[config.mk]
export PLATFORM = sky130hd
export DESIGN_NAME = link_pattern_source
export DESIGN_NICKNAME = d
export VERILOG_FILES = /design/src/rtl/lps_pkg.sv /design/src/rtl/lps_lfsr.sv /design/src/rtl/lps_ctrl.sv /design/src/rtl/lps_inject.sv /design/src/rtl/link_pattern_source.sv
export SDC_FILE = /design/constraint.sdc
export NUM_CORES = 1
export LEC_CHECK = 0
export CAP_MARGIN = 10
export CORE_ASPECT_RATIO = 1.75
export CORE_MARGIN = 4
export CORE_UTILIZATION = 30
export DETAILED_ROUTE_END_ITERATION = 6
export SLEW_MARGIN = 25
export SYNTH_ARGS = -nofsm -noshare
export SYNTH_HDL_FRONTEND = slang
export SYNTH_SLANG_ARGS = --single-unit
[constraint.sdc]
create_clock -name clk_i -period 2.54 [get_ports clk_i]
set_clock_uncertainty 0.15 [all_clocks]
set_input_delay 0.254 -clock clk_i [delete_from_list [all_inputs] [get_ports clk_i]]
set_output_delay 0.254 -clock clk_i [all_outputs]
set_load 0.01 [all_outputs]
[src/rtl/lps_pkg.sv]
package lps_pkg;
  typedef enum logic [2:0] {
    PAT_PRBS7   = 3'd0,
    PAT_PRBS15  = 3'd1,
    PAT_PRBS23  = 3'd2,
    PAT_PRBS31  = 3'd3,
    PAT_HIFREQ  = 3'd4,
    PAT_LOFREQ  = 3'd5,
    PAT_BYPASS  = 3'd6,
    PAT_BYPASS2 = 3'd7
  } pat_e;

  typedef enum logic [1:0] {
    ST_IDLE = 2'd0,
    ST_PRE  = 2'd1,
    ST_RUN  = 2'd2
  } st_e;

  localparam int unsigned NUM_PRBS = 4;
endpackage

[src/rtl/lps_lfsr.sv]
module lps_lfsr #(
  parameter int unsigned LEN   = 7,
  parameter int unsigned TAP   = 6,
  parameter int unsigned OUT_W = 32
) (
  input  logic             clk_i,
  input  logic             rst_ni,
  input  logic             seed_i,
  input  logic             step_i,
  output logic [OUT_W-1:0] word_o
);
  logic [LEN-1:0] st_q, st_nxt;

  // OUT_W serial steps per beat, first feedback bit lands in the MSB
  always_comb begin
    logic [LEN-1:0] s;
    logic           fb;
    s = st_q;
    word_o = '0;
    for (int i = 0; i < OUT_W; i++) begin
      fb = s[LEN-1] ^ s[TAP-1];
      s  = {s[LEN-2:0], fb};
      word_o[OUT_W-1-i] = fb;
    end
    st_nxt = s;
  end

  always_ff @(posedge clk_i or negedge rst_ni) begin
    if (!rst_ni)     st_q <= '1;
    else if (seed_i) st_q <= '1;
    else if (step_i) st_q <= st_nxt;
  end

  p_lfsr_live_r2: assert property (@(posedge clk_i) disable iff (!rst_ni)
    st_q != '0);
  p_lfsr_seed_r11: assert property (@(posedge clk_i) disable iff (!rst_ni)
    seed_i |=> st_q == '1);
endmodule

[src/rtl/lps_ctrl.sv]
module lps_ctrl
  import lps_pkg::*;
#(
  parameter int unsigned CNT_W = 16
) (
  input  logic             clk_i,
  input  logic             rst_ni,
  input  logic             start_i,
  input  logic             stop_i,
  input  logic             pre_en_i,
  input  logic [CNT_W-1:0] pre_beats_i,
  output st_e              st_o,
  output logic             launch_o
);
  st_e              st_q;
  logic [CNT_W-1:0] cnt_q;

  assign launch_o = start_i & ~stop_i;
  assign st_o     = st_q;

  always_ff @(posedge clk_i or negedge rst_ni) begin
    if (!rst_ni) begin
      st_q  <= ST_IDLE;
      cnt_q <= '0;
    end else if (stop_i) begin
      st_q <= ST_IDLE;
    end else if (start_i) begin
      if (pre_en_i && pre_beats_i != '0) begin
        st_q  <= ST_PRE;
        cnt_q <= pre_beats_i;
      end else begin
        st_q <= ST_RUN;
      end
    end else if (st_q == ST_PRE) begin
      cnt_q <= cnt_q - 1'b1;
      if (cnt_q == CNT_W'(1)) st_q <= ST_RUN;
    end
  end

  p_stop_halts_r9: assert property (@(posedge clk_i) disable iff (!rst_ni)
    stop_i |=> st_q == ST_IDLE);
  p_direct_start_r6: assert property (@(posedge clk_i) disable iff (!rst_ni)
    (start_i && !stop_i && (!pre_en_i || pre_beats_i == '0)) |=> st_q == ST_RUN);
  p_pre_count_r7: assert property (@(posedge clk_i) disable iff (!rst_ni)
    st_q == ST_PRE |-> cnt_q != '0);
  p_no_zero_pre_r8: assert property (@(posedge clk_i) disable iff (!rst_ni)
    (start_i && pre_beats_i == '0) |=> st_q != ST_PRE);
endmodule

[src/rtl/lps_inject.sv]
module lps_inject (
  input  logic clk_i,
  input  logic rst_ni,
  input  logic inject_i,
  input  logic valid_i,
  output logic flip_o
);
  logic pend_q;

  assign flip_o = pend_q & valid_i;

  // pulses merge while pending; consumed by the first valid beat
  always_ff @(posedge clk_i or negedge rst_ni) begin
    if (!rst_ni) pend_q <= 1'b0;
    else         pend_q <= inject_i | (pend_q & ~valid_i);
  end

  p_single_flip_r10: assert property (@(posedge clk_i) disable iff (!rst_ni)
    (flip_o && !inject_i) |=> !pend_q);
  p_keep_pending_r10: assert property (@(posedge clk_i) disable iff (!rst_ni)
    (pend_q && !valid_i) |=> pend_q);
endmodule

[src/rtl/link_pattern_source.sv]
module link_pattern_source
  import lps_pkg::*;
#(
  parameter int unsigned DATA_W = 32,
  parameter int unsigned CNT_W  = 16
) (
  input  logic              clk_i,
  input  logic              rst_ni,
  input  logic              start_i,
  input  logic              stop_i,
  input  logic [2:0]        mode_i,
  input  logic              pre_en_i,
  input  logic [DATA_W-1:0] pre_word_i,
  input  logic [CNT_W-1:0]  pre_beats_i,
  input  logic              inject_i,
  input  logic [DATA_W-1:0] user_data_i,
  output logic [DATA_W-1:0] data_o,
  output logic              valid_o
);
  localparam int unsigned HALF_W = DATA_W / 2;
  localparam int unsigned LEN [NUM_PRBS] = '{7, 15, 23, 31};
  localparam int unsigned TAP [NUM_PRBS] = '{6, 14, 18, 28};
  localparam logic [DATA_W-1:0] HI_WORD = {HALF_W{2'b10}};
  localparam logic [DATA_W-1:0] LO_WORD = {{HALF_W{1'b1}}, {HALF_W{1'b0}}};

  st_e               st;
  logic              launch, flip;
  pat_e              mode_q;
  logic [DATA_W-1:0] pre_word_q, pat_word;
  logic [DATA_W-1:0] prbs_w [NUM_PRBS];

  lps_ctrl #(.CNT_W(CNT_W)) u_ctrl (
    .clk_i       (clk_i),
    .rst_ni      (rst_ni),
    .start_i     (start_i),
    .stop_i      (stop_i),
    .pre_en_i    (pre_en_i),
    .pre_beats_i (pre_beats_i),
    .st_o        (st),
    .launch_o    (launch)
  );

  for (genvar g = 0; g < NUM_PRBS; g++) begin : g_prbs
    lps_lfsr #(.LEN(LEN[g]), .TAP(TAP[g]), .OUT_W(DATA_W)) u_lfsr (
      .clk_i  (clk_i),
      .rst_ni (rst_ni),
      .seed_i (launch),
      .step_i (st == ST_RUN),
      .word_o (prbs_w[g])
    );
  end

  always_ff @(posedge clk_i or negedge rst_ni) begin
    if (!rst_ni) begin
      mode_q     <= PAT_PRBS7;
      pre_word_q <= '0;
    end else if (launch) begin
      mode_q     <= pat_e'(mode_i);
      pre_word_q <= pre_word_i;
    end
  end

  assign valid_o = (st != ST_IDLE);

  lps_inject u_inject (
    .clk_i    (clk_i),
    .rst_ni   (rst_ni),
    .inject_i (inject_i),
    .valid_i  (valid_o),
    .flip_o   (flip)
  );

  always_comb begin
    unique case (mode_q)
      PAT_PRBS7:  pat_word = prbs_w[0];
      PAT_PRBS15: pat_word = prbs_w[1];
      PAT_PRBS23: pat_word = prbs_w[2];
      PAT_PRBS31: pat_word = prbs_w[3];
      PAT_HIFREQ: pat_word = HI_WORD;
      PAT_LOFREQ: pat_word = LO_WORD;
      default:    pat_word = user_data_i;
    endcase
  end

  always_comb begin
    if (st == ST_IDLE)     data_o = '0;
    else if (st == ST_PRE) data_o = pre_word_q ^ DATA_W'(flip);
    else                   data_o = pat_word ^ DATA_W'(flip);
  end

  p_idle_zero_r1: assert property (@(posedge clk_i) disable iff (!rst_ni)
    !valid_o |-> data_o == '0);
  p_word_held_r7: assert property (@(posedge clk_i) disable iff (!rst_ni)
    (st == ST_PRE && !launch) |=> $stable(pre_word_q));
endmodule

# Yosys cells after proc, flatten, opt, wreduce, memory -nomap -nowiden
# Index checks and enable logic that the tools add are counted.
# op_classes
n_mux	19
bitwise	136
eq_ne	9
n_reduce_logical	11
add_sub_neg	1
# ops
cell	count
case mux 32 bit (6 select lines)	1
XOR 1 bit	128
2-to-1 mux 32 bit	2
XOR 32 x 1 -> 32 bit	2
2-to-1 mux 31 bit	2
2-to-1 mux 16 bit	3
2-to-1 mux 23 bit	2
2-to-1 mux 15 bit	2
== test 16 x 1 -> 1 bit (second input constant)	1
nonzero test 16 bit	1
subtractor 16 x 1 -> 16 bit (second input constant)	1
2-to-1 mux 7 bit	2
2-to-1 mux 2 bit	5
== test 3 x 2 -> 1 bit (second input constant)	2
== test 3 bit (second input constant)	2
nonzero test 2 bit	3
nonzero test 3 bit	2
bitwise AND 1 bit	3
== test 3 x 1 -> 1 bit (second input constant)	1
logical NOT 3 bit	1
AND reduction 3 bit	1
== test 2 x 1 -> 1 bit (second input constant)	1
== test 2 bit (second input constant)	1
logical NOT 2 bit	1
other kinds (5)	6
# totals
in_bits	89
word_cells	185
output_inout_bits	33
ff_bits	130

# Depth between registers and ports, before layout
# Gate-level depths: netlist of the first run.
# depth
word_depth	10
ltp_mapped	7
depth_no_buf	6

# By module
# Synthesis of the first run repeated with hierarchy kept, for this count alone.
# unflattened
hier_cells	920
hier_area_um2	9092.5
# modules_own_cells
module	n_inst	area_each_um2	seq_area_each_um2	cells_per_inst
link_pattern_source	1	3025.4	875.8	336
lps_lfsr at g_prbs[3].u_lfsr	1	1646.6	814.5	134
lps_lfsr at g_prbs[2].u_lfsr	1	1375.1	604.3	112
lps_ctrl	1	1189.9	450.4	144
lps_lfsr at g_prbs[1].u_lfsr	1	1092.3	394.1	123
lps_lfsr at g_prbs[0].u_lfsr	1	719.4	183.9	67
lps_inject	1	43.8	25.0	4

# Least setup slack after synthesis of the first run
# No wires, ideal clock.
# synth_path
kind	reg-to-output
from	reg g_prbs[0].u_lfsr.st_q[5]
to	out data_o[17]
path_stages_with_launch	7
arrival_ns	2.039
required_time_ns	2.136
slack_ns	0.097
n_path_buf	1
path_cell_list	dfstp_2 -> buf_2 -> xor2_1 -> xor2_1 -> mux4_2 -> o221ai_1 -> nand2_1
# synth_via
elab_chain_cells	7
word_cells_on_any_way	9
cone_classes	mux (3); bitwise (6)
# synth_rtl
item	line_no	rtl
from (decl)	lps_lfsr.sv:12	logic [LEN-1:0] st_q, st_nxt;
from (signal assigned)	lps_lfsr.sv:31	else if (step_i) st_q <= st_nxt;
XOR 1 bit (2 in a row)	lps_lfsr.sv:21	fb = s[LEN-1] ^ s[TAP-1];
XOR 1 bit *	lps_lfsr.sv:21	
case mux 32 bit (6 select lines) *	link_pattern_source.sv:74	unique case (mode_q)
XOR 32 x 1 -> 32 bit *	link_pattern_source.sv:88	else data_o = pat_word ^ DATA_W'(flip);
2-to-1 mux 32 bit *	link_pattern_source.sv:87	else if (st == ST_PRE) data_o = pre_word_q ^ DATA_W'(flip);
2-to-1 mux 32 bit *	link_pattern_source.sv:86	if (st == ST_IDLE) data_o = '0;
to (decl)	link_pattern_source.sv:17	output logic [DATA_W-1:0] data_o,
# Mark *: on every way between the ends. The rest lies on a longest branch, timed or not.

# Worst setup path after layout of the first run
# layout_path
from	reg g_prbs[0].u_lfsr.st_q[5]
to	out data_o[25]
# layout_via
elab_chain_cells	6
# layout_rtl
item	line_no
XOR 1 bit (2 in a row)	lps_lfsr.sv:21
case mux 32 bit (6 select lines)	link_pattern_source.sv:74
XOR 32 x 1 -> 32 bit	link_pattern_source.sv:88
2-to-1 mux 32 bit	link_pattern_source.sv:87
2-to-1 mux 32 bit	link_pattern_source.sv:86
# No other way between the ends.

==> key figures, run 1 <==
Status
  – Run status: finished with violations
  – Violations in the final reports: setup timing

Final layout
  – Filler cell count: 2,534
  – Final design instance area without fill: roughly 13,000 um^2
  – Fraction of layout instances using a drive strength above 1: 43.2%
  – Antenna diode count: 0
  – Post-layout instance count excluding filler cells: around 1,600
  – Layout Area Growth over Synthesis: 58.6%
  – Post-layout nets: between 1,000 and 1,500

STA
  – Final Hold Fails: 0
  – Time the final worst path needs with I/O delays and setup: 2.82 ns
  – Highest clock frequency the design can meet: between 300 and 400 MHz
  – Setup repair after global routing missed its margin: true
  – Final setup fails: 21
  – Slew headroom: around 56%
  – Total negative slack: -2.91 ns
  – Share of the cycle needed by the critical path after routing: 111%
  – Post-route worst setup slack: -0.277 ns
  – Slew of the pin with the lowest slew margin: approximately 0.65 ns
  – Slew Viols, Final: 0
  – Worst hold slack across all endpoints: between 0.15 and 0.2 ns

Pwr
  – Power Dens Cells: 965 nW/um^2
  – Leakage power: about 5.4 nW
  – Maximum ir drop on the vdd rail: roughly 0.70 mV
  – Sw Share: about two fifths
  – Sequential share of power: about 25%
  – Cell internal power dissipation: just under 8 mW
  – Net switching power: just under 5 mW
  – Logic gate share of total power: between 50 and 60%
  – Share of total power in the clock network: around a fifth

Placed design
  – Post-placement setup slack: -0.275 ns
  – Placed cell count: between 1,000 and 1,500
  – Post-detailed-placement cell area: ~11,000 um^2
  – DP HPWL: between 20,000 and 30,000 um
  – Gpl congestion: a little over 1
  – Buffers added on ports: 121

Yosys
  – Primary flip-flop cell chosen by synthesis mapping: dfstp_2
  – Post-Synthesis Net Count: 1,012
  – Adder-cell share of the synthesized area: 0.302%
  – Number of enable-type register cells in the synthesized netlist: 0
  – Post-synthesis xor/xnor area fraction: approximately 14%
  – Synthesized area divided by synthesized cell count: between 8 and 9 um^2
  – Proportion of synthesized chip area in sequential cells: 40.5%
  – Number of distinct standard cells referenced by the synthesized netlist: 60
  – Main combinational cell family by area after synthesis: compound AO/OA/AOI/OAI gates
  – Register bit total from synthesis: 130
  – Netlist area before placement: 8280 um^2
  – Compound-gate portion of the synthesized area: between 10% and 20%
  – Number of warning messages in the yosys log: 0
  – Post-synthesis instance total: between 900 and 1,000
  – Simple-gate area share of the yosys netlist: 15.7%
  – Async set or reset register ratio after synthesis: 100%
  – Share of cell area taken by muxes after synthesis: under 10%

GRT
  – Via count of the first global-routing pass: 8,722
  – Met3 Usage GRT: 4.70%
  – Met1 global-route usage: between 20% and 30%
  – Global-route wire length before repair: around 54,000 um
  – Global route total overflow: 0
  – Most congested layer reported by global routing: met2
  – GR Util All Layers: approximately a quarter
  – Antenna violations before repair: 0
  – Met2 Usage GRT: about two fifths
  – Largest net degree at the start of global routing: 54

Floorplanning
  – Die Ht: 228 um
  – Number of placed I/O pins: 122
  – Standard cell core area: 27,200 um^2
  – Die Area: 30,400 um^2
  – Count of standard-cell rows: 80
  – Initial core utilization: between 30% and 40%
  – Die boundary width: ~130 um

Detailed routing
  – Number of remaining DRC errors: 0
  – Final routed wirelength across all metal layers: roughly 37,000 um
  – Total vias in the final route: 8,441
  – Drt first-iter violations: 582
  – First-pass iteration count of the detailed router: 5
  – Number of nets still failing antenna checks after routing: 0
  – Vias/cell: around 5.3
  – Average wire length per cell after detail routing: ~23 um

Clock tree
  – Maximum number of buffers from clock root to sink: 2
  – Clock H-tree levels: 4
  – Count of clock tree sinks: 130
  – TritonCTS clock tree: done
  – CTS root buffer: clkbuf_16
  – Number of clock buffers inserted by TritonCTS: 17
  – Clock latency of the later-clocked register in the worst-skew pair: about 0.45 ns
  – Clk slew on worst S/H paths: ~0.06 ns

Worst setup path
  – Flop-to-flop setup slack: roughly 0.11 ns
  – Critical Path Fanout Max: 5
  – Worst EP arrival: about 2.4 ns
  – Required time reported for the critical path endpoint: around 2.1 ns
  – Crit-path slowest cell: dfstp_2
  – Most common cell on crit path: buf_4
  – Worst path max stage delay: 0.53 ns
  – Setup CP Type: flip-flop to output pin
  – Ordered cell list for the critical path: xor2_1 > buf_4 > buf_6 > xor2_2 > a221oi_2 > buf_4 > a21oi_2 > a21o_1 > buf_2
  – Worst setup SP type: flip-flop
  – Crit. End Element: output pin

Min path
  – Min-delay worst type: primary input to asynchronous set/reset pin

Job
  – Count of maximum capacitance violations: 0
## synth_stat cells (4+ instances only)
master	number	area, um^2
a211oi_1	13	97.6
a21o_1	6	45.0
a21oi_1	32	160
a221oi_1	6	52.6
buf_1	8	30.0
clkbuf_1	74	278
dfrtp_1	54	1350
dfstp_2	76	2000
inv_1	6	22.5
mux2_2	35	394
mux2i_1	7	70.1
nand2_1	131	492
nand3_1	56	280
nor2_1	58	218
nor3_1	11	55.1
nor4_1	7	43.8
o211ai_1	57	428
o21a_1	4	30.0
o21ai_0	51	255
o221ai_1	7	61.3
o22ai_1	20	125
xnor2_1	76	666
xor2_1	55	482
## power by group through the flow
stage	registers (mW)	clock network (mW)	logic, mW
2_1_floorplan	2.93	0	2.49
3_3_place_gp	3.13	0	4.87
5_1_grt	3.19	2.74	7.22
6_report	3.14	2.61	6.91
3_5_place_dp	3.14	0	4.84
4_1_cts	3.12	2.65	6.15
## path summary, 6_finish.rpt
kind                                                start                         to  cells past startpoint
worst max-delay path             g_prbs[0].u_lfsr.st_q[5]                 data_o[25]                      9
worst min-delay path                               rst_ni              pre_word_q[8]                      2
worst max register to register            u_ctrl.cnt_q[6]             u_ctrl.st_o[0]                      4
worst min register to register  g_prbs[3].u_lfsr.st_q[28]  g_prbs[3].u_lfsr.st_q[28]                      2
max in group asynchronous                          rst_ni  g_prbs[3].u_lfsr.st_q[25]                      3
min in group clk_i                               inject_i            u_inject.pend_q                      2
## critical path, delay by kind of cell (launching register included)
family | cells | cell delay (ns)
flip-flops | 1 | 0.53
buffers and inverters | 4 | 0.64
XOR/XNOR | 2 | 0.23
AO/OA/AOI/OAI | 3 | 0.56
## flip-flops by register name, indices dropped and copies added (netlist names)
name and count:
mode_q 3, pre_word_q 32, u_inject.pend_q 1, u_ctrl.st_o 2, g_prbs.u_lfsr.st_q 76, u_ctrl.cnt_q 16
## placed cells by master (no fill, tap or decap), drive strengths merged, types with 3 or more instances in the layout
cell	n
o31a	3
nand2	131
and2	3
mux2i	7
nor2	58
clkbuf	19
a211oi	14
nand3b	3
nand3	56
nor4	8
xnor2	76
mux2	35
bufinv	3
a21o	6
nand2b	3
o32ai	3
dfrtp	54
a21oi	32
buf	255
or3	3
o22ai	20
o221a	3
clkinvlp	3
inv	8
o21ai	51
o21a	4
nor3	11
o221ai	7
xor2	55
dfstp	76
or4	3
a221oi	6
clkinv	5
o211ai	57
a22oi	3
a31oi	3
nor2b	3
clkdlybuf4s50	88
## area by class of cell
type	count	area, um^2	share of cell area (%)
inverters	7	28.8	0.219
well taps	369	462	3.52
clock buffers	19	453	3.45
repair buffers	345	3120	23.8
clock inverters	12	158	1.20
flip-flops and latches	130	3350	25.5
multi-input cells	699	5550	42.3
## what timing repair did
| action | 4_1_cts | 5_1_grt |
|---|---|---|
| endpoints found under the setup margin | 32 | 32 |
| gates cloned | 1 | 1 |
| pin swaps | 70 | 57 |
| hold buffers | 1 | 0 |
| endpoints found under the hold margin | 51 | 0 |
| resized for setup | 297 | 67 |
| buffers inserted | 51 | 26 |
## stage by stage
| stage | utilization [%] | total power [mW] |
|---|---|---|
| 2_1_floorplan | - | 5.42 |
| 3_3_place_gp | 40.1 | 7.99 |
| 3_5_place_dp | 40.1 | 7.97 |
| 4_1_cts | 46.4 | 11.9 |
| 5_1_grt | 48.2 | 13.1 |
| 6_report | 48.2 | 12.7 |
## cell families after synthesis
logic type	after synthesis
buf+inv	92
mux	44
fa+ha+maj	2
simple gates	290
flops	130
compound gates	230
xor+xnor	133
## routing by layer
layer | wire length (um) | part of all wire (%) | vias up
li1 | - | - | 3827
met1 | 12800 | 35 | 4118
met2 | 18800 | 51 | 368
met3 | 2020 | 5.5 | 128
met4 | 3050 | 8.3 | 0
met5 | 0 | 0 | -
Note: power is estimated with default switching activity, not from simulation.
==> run 2, diff against run 1 <==
Settings changed: GPL_TIMING_DRIVEN from default to 0.
==> key figures, run 2 (same netlist as run 1, synthesis figures left out) <==
STA
  – Share of the cycle needed by the critical path after routing: 114%
  – Total negative slack: -4.05 ns
  – Setup repair after global routing missed its margin: true
  – Post-route worst setup slack: -0.354 ns
  – Final Hold Fails: 0
  – Final setup fails: 27
  – Slew Viols, Final: 0
  – Slew of the pin with the lowest slew margin: 0.820 ns
  – Time the final worst path needs with I/O delays and setup: roughly 2.9 ns
  – Highest clock frequency the design can meet: around 350 MHz
  – Slew headroom: ~45%

Worst setup path
  – Family with the most delay on the worst path: compound AO/OA/AOI/OAI gates
  – Origin of the critical flop-to-flop path: u_ctrl.st_o[0]
  – Number of cells on the critical path: 6
  – Last element of the critical path: data_o[19]
  – Worst R2R Path Depth: 5
  – Launching instance or port of the critical path: g_prbs[0].u_lfsr.st_q[5]
  – Worst EP arrival: 2.49 ns
  – Ordered cell list for the critical path: xor2_4 > xor2_2 > a221oi_4 > a21oi_2 > a21o_1 > buf_6
  – Worst path max stage delay: 0.59 ns
  – Endpoint of the worst register-to-register path: g_prbs[1].u_lfsr.st_q[14]
  – Required time reported for the critical path endpoint: around 2.1 ns
  – Worst setup SP type: flip-flop
  – Crit-path slowest cell: dfstp_2
  – Flop-to-flop setup slack: approximately 0.12 ns
  – Crit. End Element: output pin
  – Total buffers and inverters traversed by the critical path: 1
  – Setup CP Type: flip-flop to output pin
  – Critical Path Fanout Max: 4

Final layout
  – Most common cell after layout, fill and taps aside: nand2_1
  – Flip-flop count of the largest register, all copies and words added: 76
  – Post-layout instance count excluding filler cells: 1,517
  – Final design instance area without fill: 12,900 um^2
  – Post-layout nets: 1,226
  – Commonest cells after routing, fill and taps aside: nand2_1 (124), clkdlybuf4s50_1 (88), dfstp_2 (76), o211ai_1 (57), buf_4 (56)
  – Layout Area Growth over Synthesis: 55.6%
  – Fraction of layout instances using a drive strength above 1: 40.4%
  – Antenna diode count: 0
  – Biggest regs: g_prbs.u_lfsr.st_q: 76 flops, pre_word_q: 32 flops, u_ctrl.cnt_q: 16 flops
  – Register with the most flip-flops: g_prbs.u_lfsr.st_q
  – Filler cell count: approximately 2,500

GRT
  – Global-route wire length before repair: a little under 60,000 um
  – Via count of the first global-routing pass: just under 9,000
  – Largest net degree at the start of global routing: 86
  – GR Util All Layers: 26.0%
  – Antenna violations before repair: 0
  – Global route total overflow: 0

Floorplanning
  – Number of placed I/O pins: approximately 120
  – Count of standard-cell rows: 80
  – Die boundary width: 134 um
  – Die Ht: around 230 um
  – Standard cell core area: between 20,000 and 30,000 um^2
  – Initial core utilization: a little under a third
  – Die Area: roughly 30,000 um^2

Placed design
  – DP HPWL: ~30,000 um
  – Gpl congestion: slightly above 1
  – Placed cell count: about 1,400
  – Buffers added on ports: 121
  – Post-detailed-placement cell area: around 10000 um^2

Pwr
  – Maximum ir drop on the vdd rail: a little under 0.7 mV
  – Power Dens Cells: roughly 940 nW/um^2
  – Leakage power: between 5 and 6 nW

Detailed routing
  – Average wire length per cell after detail routing: 26.3 um
  – Number of nets still failing antenna checks after routing: 0
  – First-pass iteration count of the detailed router: 5
  – Final routed wirelength across all metal layers: 40,000 um
  – Vias/cell: roughly 5.6
  – Number of remaining DRC errors: 0
  – Drt first-iter violations: 542
  – Total vias in the final route: around 8,500

Clock tree
  – Count of clock tree sinks: 130
  – TritonCTS clock tree: done
  – CTS root buffer: clkbuf_16
  – Number of clock buffers inserted by TritonCTS: 17
  – Clock latency of the later-clocked register in the worst-skew pair: around 0.45 ns
  – Maximum number of buffers from clock root to sink: 2
  – Clk slew on worst S/H paths: 0.06 ns
  – Clock H-tree levels: 4

Status
  – Violations in the final reports: setup timing
  – Run status: finished with violations

Job
  – Count of maximum capacitance violations: 0

Min path
  – Min-delay worst type: primary input to asynchronous set/reset pin
==> run 2: changes by cell type in the layout (fill, tap and decap cells not counted), moves of 6 or more <==
cell	delta
buf_4	-106
clkbuf_1	+25
clkbuf_2	+10
o22ai_4	+8
buf_12	-7
buf_6	-6
clkbuf_4	+6
clkbuf_8	+6
nor2_1	-6
o22ai_2	-6
xor2_1	-6
==> run 2: metal layers <==
metal | up-vias | global-route usage, % | routed length, um
li1 | 3696 | - | -
met1 | 4217 | 26.6 | 13400
met2 | 454 | 45.9 | 20900
met3 | 149 | 5.11 | 2200
met4 | 0 | 20.1 | 3500
met5 | - | 0 | 0
==> run 2: layout make-up <==
type | count | area (um^2) | area share, %
inverters | 7 | 31.3 | 0.243
well taps | 369 | 462 | 3.58
flip-flops and latches | 130 | 3350 | 26.0
plain buffers | 60 | 449 | 3.49
repair buffers | 220 | 2040 | 15.9
multi-input cells | 699 | 5940 | 46.1
clock inverters | 15 | 173 | 1.34
clock buffers | 17 | 425 | 3.30
==> run 2: through the flow <==
stage	total power, mW	hold slack [ns]	worst slack, ns	util [%]
2_1_floorplan	5.42	-0.192	0.0974	-
3_5_place_dp	7.07	0.0164	-1.45	36.7
3_3_place_gp	7.08	0.330	-4.28	36.5
6_report	12.2	0.125	-0.354	47.3
4_1_cts	11.5	0.122	-0.288	45.9
5_1_grt	12.6	0.162	-0.426	47.3
==> run 2: worst min-delay path by stage <==
stage / start / to / slack [ns] / cells after the start
after floorplan: rst_ni / mode_q[0] / -0.19 / 0
after global placement: g_prbs[3].u_lfsr.st_q[28] / g_prbs[3].u_lfsr.st_q[28] / 0.33 / 2
after detailed placement: rst_ni / pre_word_q[11] / 0.02 / 1
after CTS: rst_ni / pre_word_q[11] / 0.12 / 2
after global routing: rst_ni / pre_word_q[11] / 0.16 / 2
final: rst_ni / pre_word_q[11] / 0.13 / 2
==> run 2: timing repair <==
| item | 4_1_cts | 5_1_grt |
|---|---|---|
| cloned | 2 | 1 |
| buffers inserted | 87 | 16 |
| endpoints found under the setup margin | 119 | 65 |
| hold endpoints to repair | 94 | 0 |
| pin swaps | 86 | 52 |
| resized for setup | 431 | 68 |
| hold buffers | 1 | 0 |
==> run 2: report_power, final <==
group	switching, mW	internal, mW
Clock	1.07	1.47
Combinational	3.48	2.90
Sequential	0.574	2.66
==> run 3, diff against run 2 <==
Settings changed: CORE_ASPECT_RATIO 1.75 to default, CTS_CLUSTER_SIZE from default to 8, SLEW_MARGIN 25 to default.
==> key figures, run 3 (same netlist as run 1, synthesis figures left out) <==
Final layout
  – Final design instance area without fill: 12,600 um^2
  – Commonest cells after routing, fill and taps aside: nand2_1 (122), clkdlybuf4s50_1 (88), buf_4 (77), dfstp_2 (75)
  – Flip-flop count of the largest register, all copies and words added: between 70 and 80
  – Post-layout nets: roughly 1,200
  – Filler cell count: about 2,500
  – Biggest regs: g_prbs.u_lfsr.st_q: 76 flops, pre_word_q: 32 flops, u_ctrl.cnt_q: 16 flops
  – Post-layout instance count excluding filler cells: between 1,500 and 2,000
  – Most common cell after layout, fill and taps aside: nand2_1
  – Fraction of layout instances using a drive strength above 1: 39.0%
  – Antenna diode count: 0
  – Multi-input gate area: around 5700 um^2
  – Register with the most flip-flops: g_prbs.u_lfsr.st_q
  – Layout Area Growth over Synthesis: 52.2%
  – Register area: between 3000 and 4000 um^2

STA
  – Final Hold Fails: 0
  – Time the final worst path needs with I/O delays and setup: about 2.9 ns
  – Share of the cycle needed by the critical path after routing: 114%
  – Total negative slack: -4.45 ns
  – Slew headroom: a little under half
  – Highest clock frequency the design can meet: 344 MHz
  – Slew Viols, Final: 0
  – Slew of the pin with the lowest slew margin: between 0.8 and 0.9 ns
  – Final setup fails: 25
  – Worst hold slack across all endpoints: about 0.23 ns
  – Post-route worst setup slack: -0.365 ns
  – Setup repair after global routing missed its margin: true

Worst setup path
  – Critical Path Fanout Max: 4
  – Setup CP Type: flip-flop to output pin
  – Worst setup SP type: flip-flop
  – Required time reported for the critical path endpoint: 2.14 ns
  – Flop-to-flop setup slack: about 0.12 ns
  – Worst EP arrival: 2.50 ns
  – Crit. End Element: output pin

Detailed routing
  – Final routed wirelength across all metal layers: roughly 36,000 um
  – Vias/cell: approximately 5.7
  – Number of remaining DRC errors: 0
  – Average wire length per cell after detail routing: approximately 24 um
  – Drt first-iter violations: 840
  – First-pass iteration count of the detailed router: 5
  – Number of nets still failing antenna checks after routing: 0
  – Total vias in the final route: 8,517

Pwr
  – Leakage power: roughly 5 nW
  – Maximum ir drop on the vdd rail: approximately 0.55 mV
  – Power Dens Cells: 935 nW/um^2

Job
  – Count of maximum capacitance violations: 0

Clock tree
  – Clock latency of the later-clocked register in the worst-skew pair: roughly 0.44 ns
  – Clock H-tree levels: 4
  – Maximum number of buffers from clock root to sink: 2
  – Number of clock buffers inserted by TritonCTS: 17
  – TritonCTS clock tree: done
  – Count of clock tree sinks: 130
  – Clk slew on worst S/H paths: around 0.06 ns
  – CTS root buffer: clkbuf_16

GRT
  – Largest net degree at the start of global routing: 67
  – Global route total overflow: 0
  – Global-route wire length before repair: around 53,000 um
  – Via count of the first global-routing pass: ~8,400
  – GR Util All Layers: a little under a quarter
  – Antenna violations before repair: 0

Floorplanning
  – Standard cell core area: roughly 27,000 um^2
  – Count of standard-cell rows: 60
  – Die Area: between 30,000 and 40,000 um^2
  – Die boundary width: around 170 um
  – Number of placed I/O pins: about 120
  – Initial core utilization: a little under a third
  – Die Ht: 174 um

Placed design
  – DP HPWL: 25,300 um
  – Gpl congestion: between 1 and 1.5
  – Post-detailed-placement cell area: about 9900 um^2
  – Buffers added on ports: 121
  – Placed cell count: ~1,400
  – Post-placement setup slack: -0.919 ns

Status
  – Run status: finished with violations
  – Violations in the final reports: setup timing

Min path
  – Min-delay worst type: primary input to asynchronous set/reset pin
==> run 3: changes by cell type in the layout (fill, tap and decap cells not counted), sizes merged <==
cell / change
clkbuf: +6
clkinv: +2
clkdlybuf4s15: +2
buf: +13
bufinv: -2
inv: -6
clkinvlp: +2
==> run 3: worst paths after layout <==
| path | start | to | cells past startpoint |
|---|---|---|---|
| min reg2reg | g_prbs[3].u_lfsr.st_q[28] | g_prbs[3].u_lfsr.st_q[28] | 2 |
| min | rst_ni | pre_word_q[25] | 2 |
| max reg2reg | g_prbs[0].u_lfsr.st_q[3] | g_prbs[0].u_lfsr.st_q[1] | 13 |
| max | g_prbs[0].u_lfsr.st_q[5] | data_o[3] | 7 |
| max in group asynchronous | rst_ni | g_prbs[1].u_lfsr.st_q[6] | 3 |
| min in group clk_i | inject_i | u_inject.pend_q | 2 |
==> run 3: layer usage <==
layer / vias to the layer above / wire [um] / GRT usage [%]
met5: - / 0 / 0
met4: 0 / 1580 / 9.63
met3: 104 / 3320 / 5.39
met2: 476 / 16300 / 34.9
met1: 4213 / 15000 / 30.6
li1: 3724 / - / -
==> run 3: critical path, cell delays in order, from the launching register on <==
cell	delay, ns
dfstp_4	0.67
xor2_4	0.25
buf_4	0.17
xor2_2	0.09
o211ai_1	0.25
o21ai_2	0.12
a221o_1	0.35
buf_2	0.16
==> run 3: cell type report <==
type / instances / share of cell area (%)
clock inverters: 11 / 0.517
plain buffers: 60 / 3.23
flip-flops and latches: 130 / 26.6
well taps: 341 / 3.39
repair buffers: 237 / 17.3
multi-input cells: 699 / 45.1
clock buffers: 21 / 3.58
inverters: 7 / 0.248
==> run 3: what timing repair did <==
action,CTS,global route
hold buffers,1,0
endpoints found under the setup margin,70,50
hold endpoints to repair,52,0
gates cloned,0,1
buffers inserted,77,43
pin swaps,76,69
resized for setup,358,81
==> run 3: stage by stage <==
step	total power [mW]	util, %
4_1_cts	11.0	44.7
6_report	11.8	46.6
3_5_place_dp	6.99	36.8
2_1_floorplan	5.42	-
3_3_place_gp	6.99	36.7
5_1_grt	12.2	46.6
==> run 3: report_power, final <==
part	total [mW]	switching (mW)	leakage (nW)	internal [mW]
combinational	6.33	3.33	3.36	3.00
sequential	3.23	0.560	1.45	2.67
clock	2.22	0.961	0.241	1.25
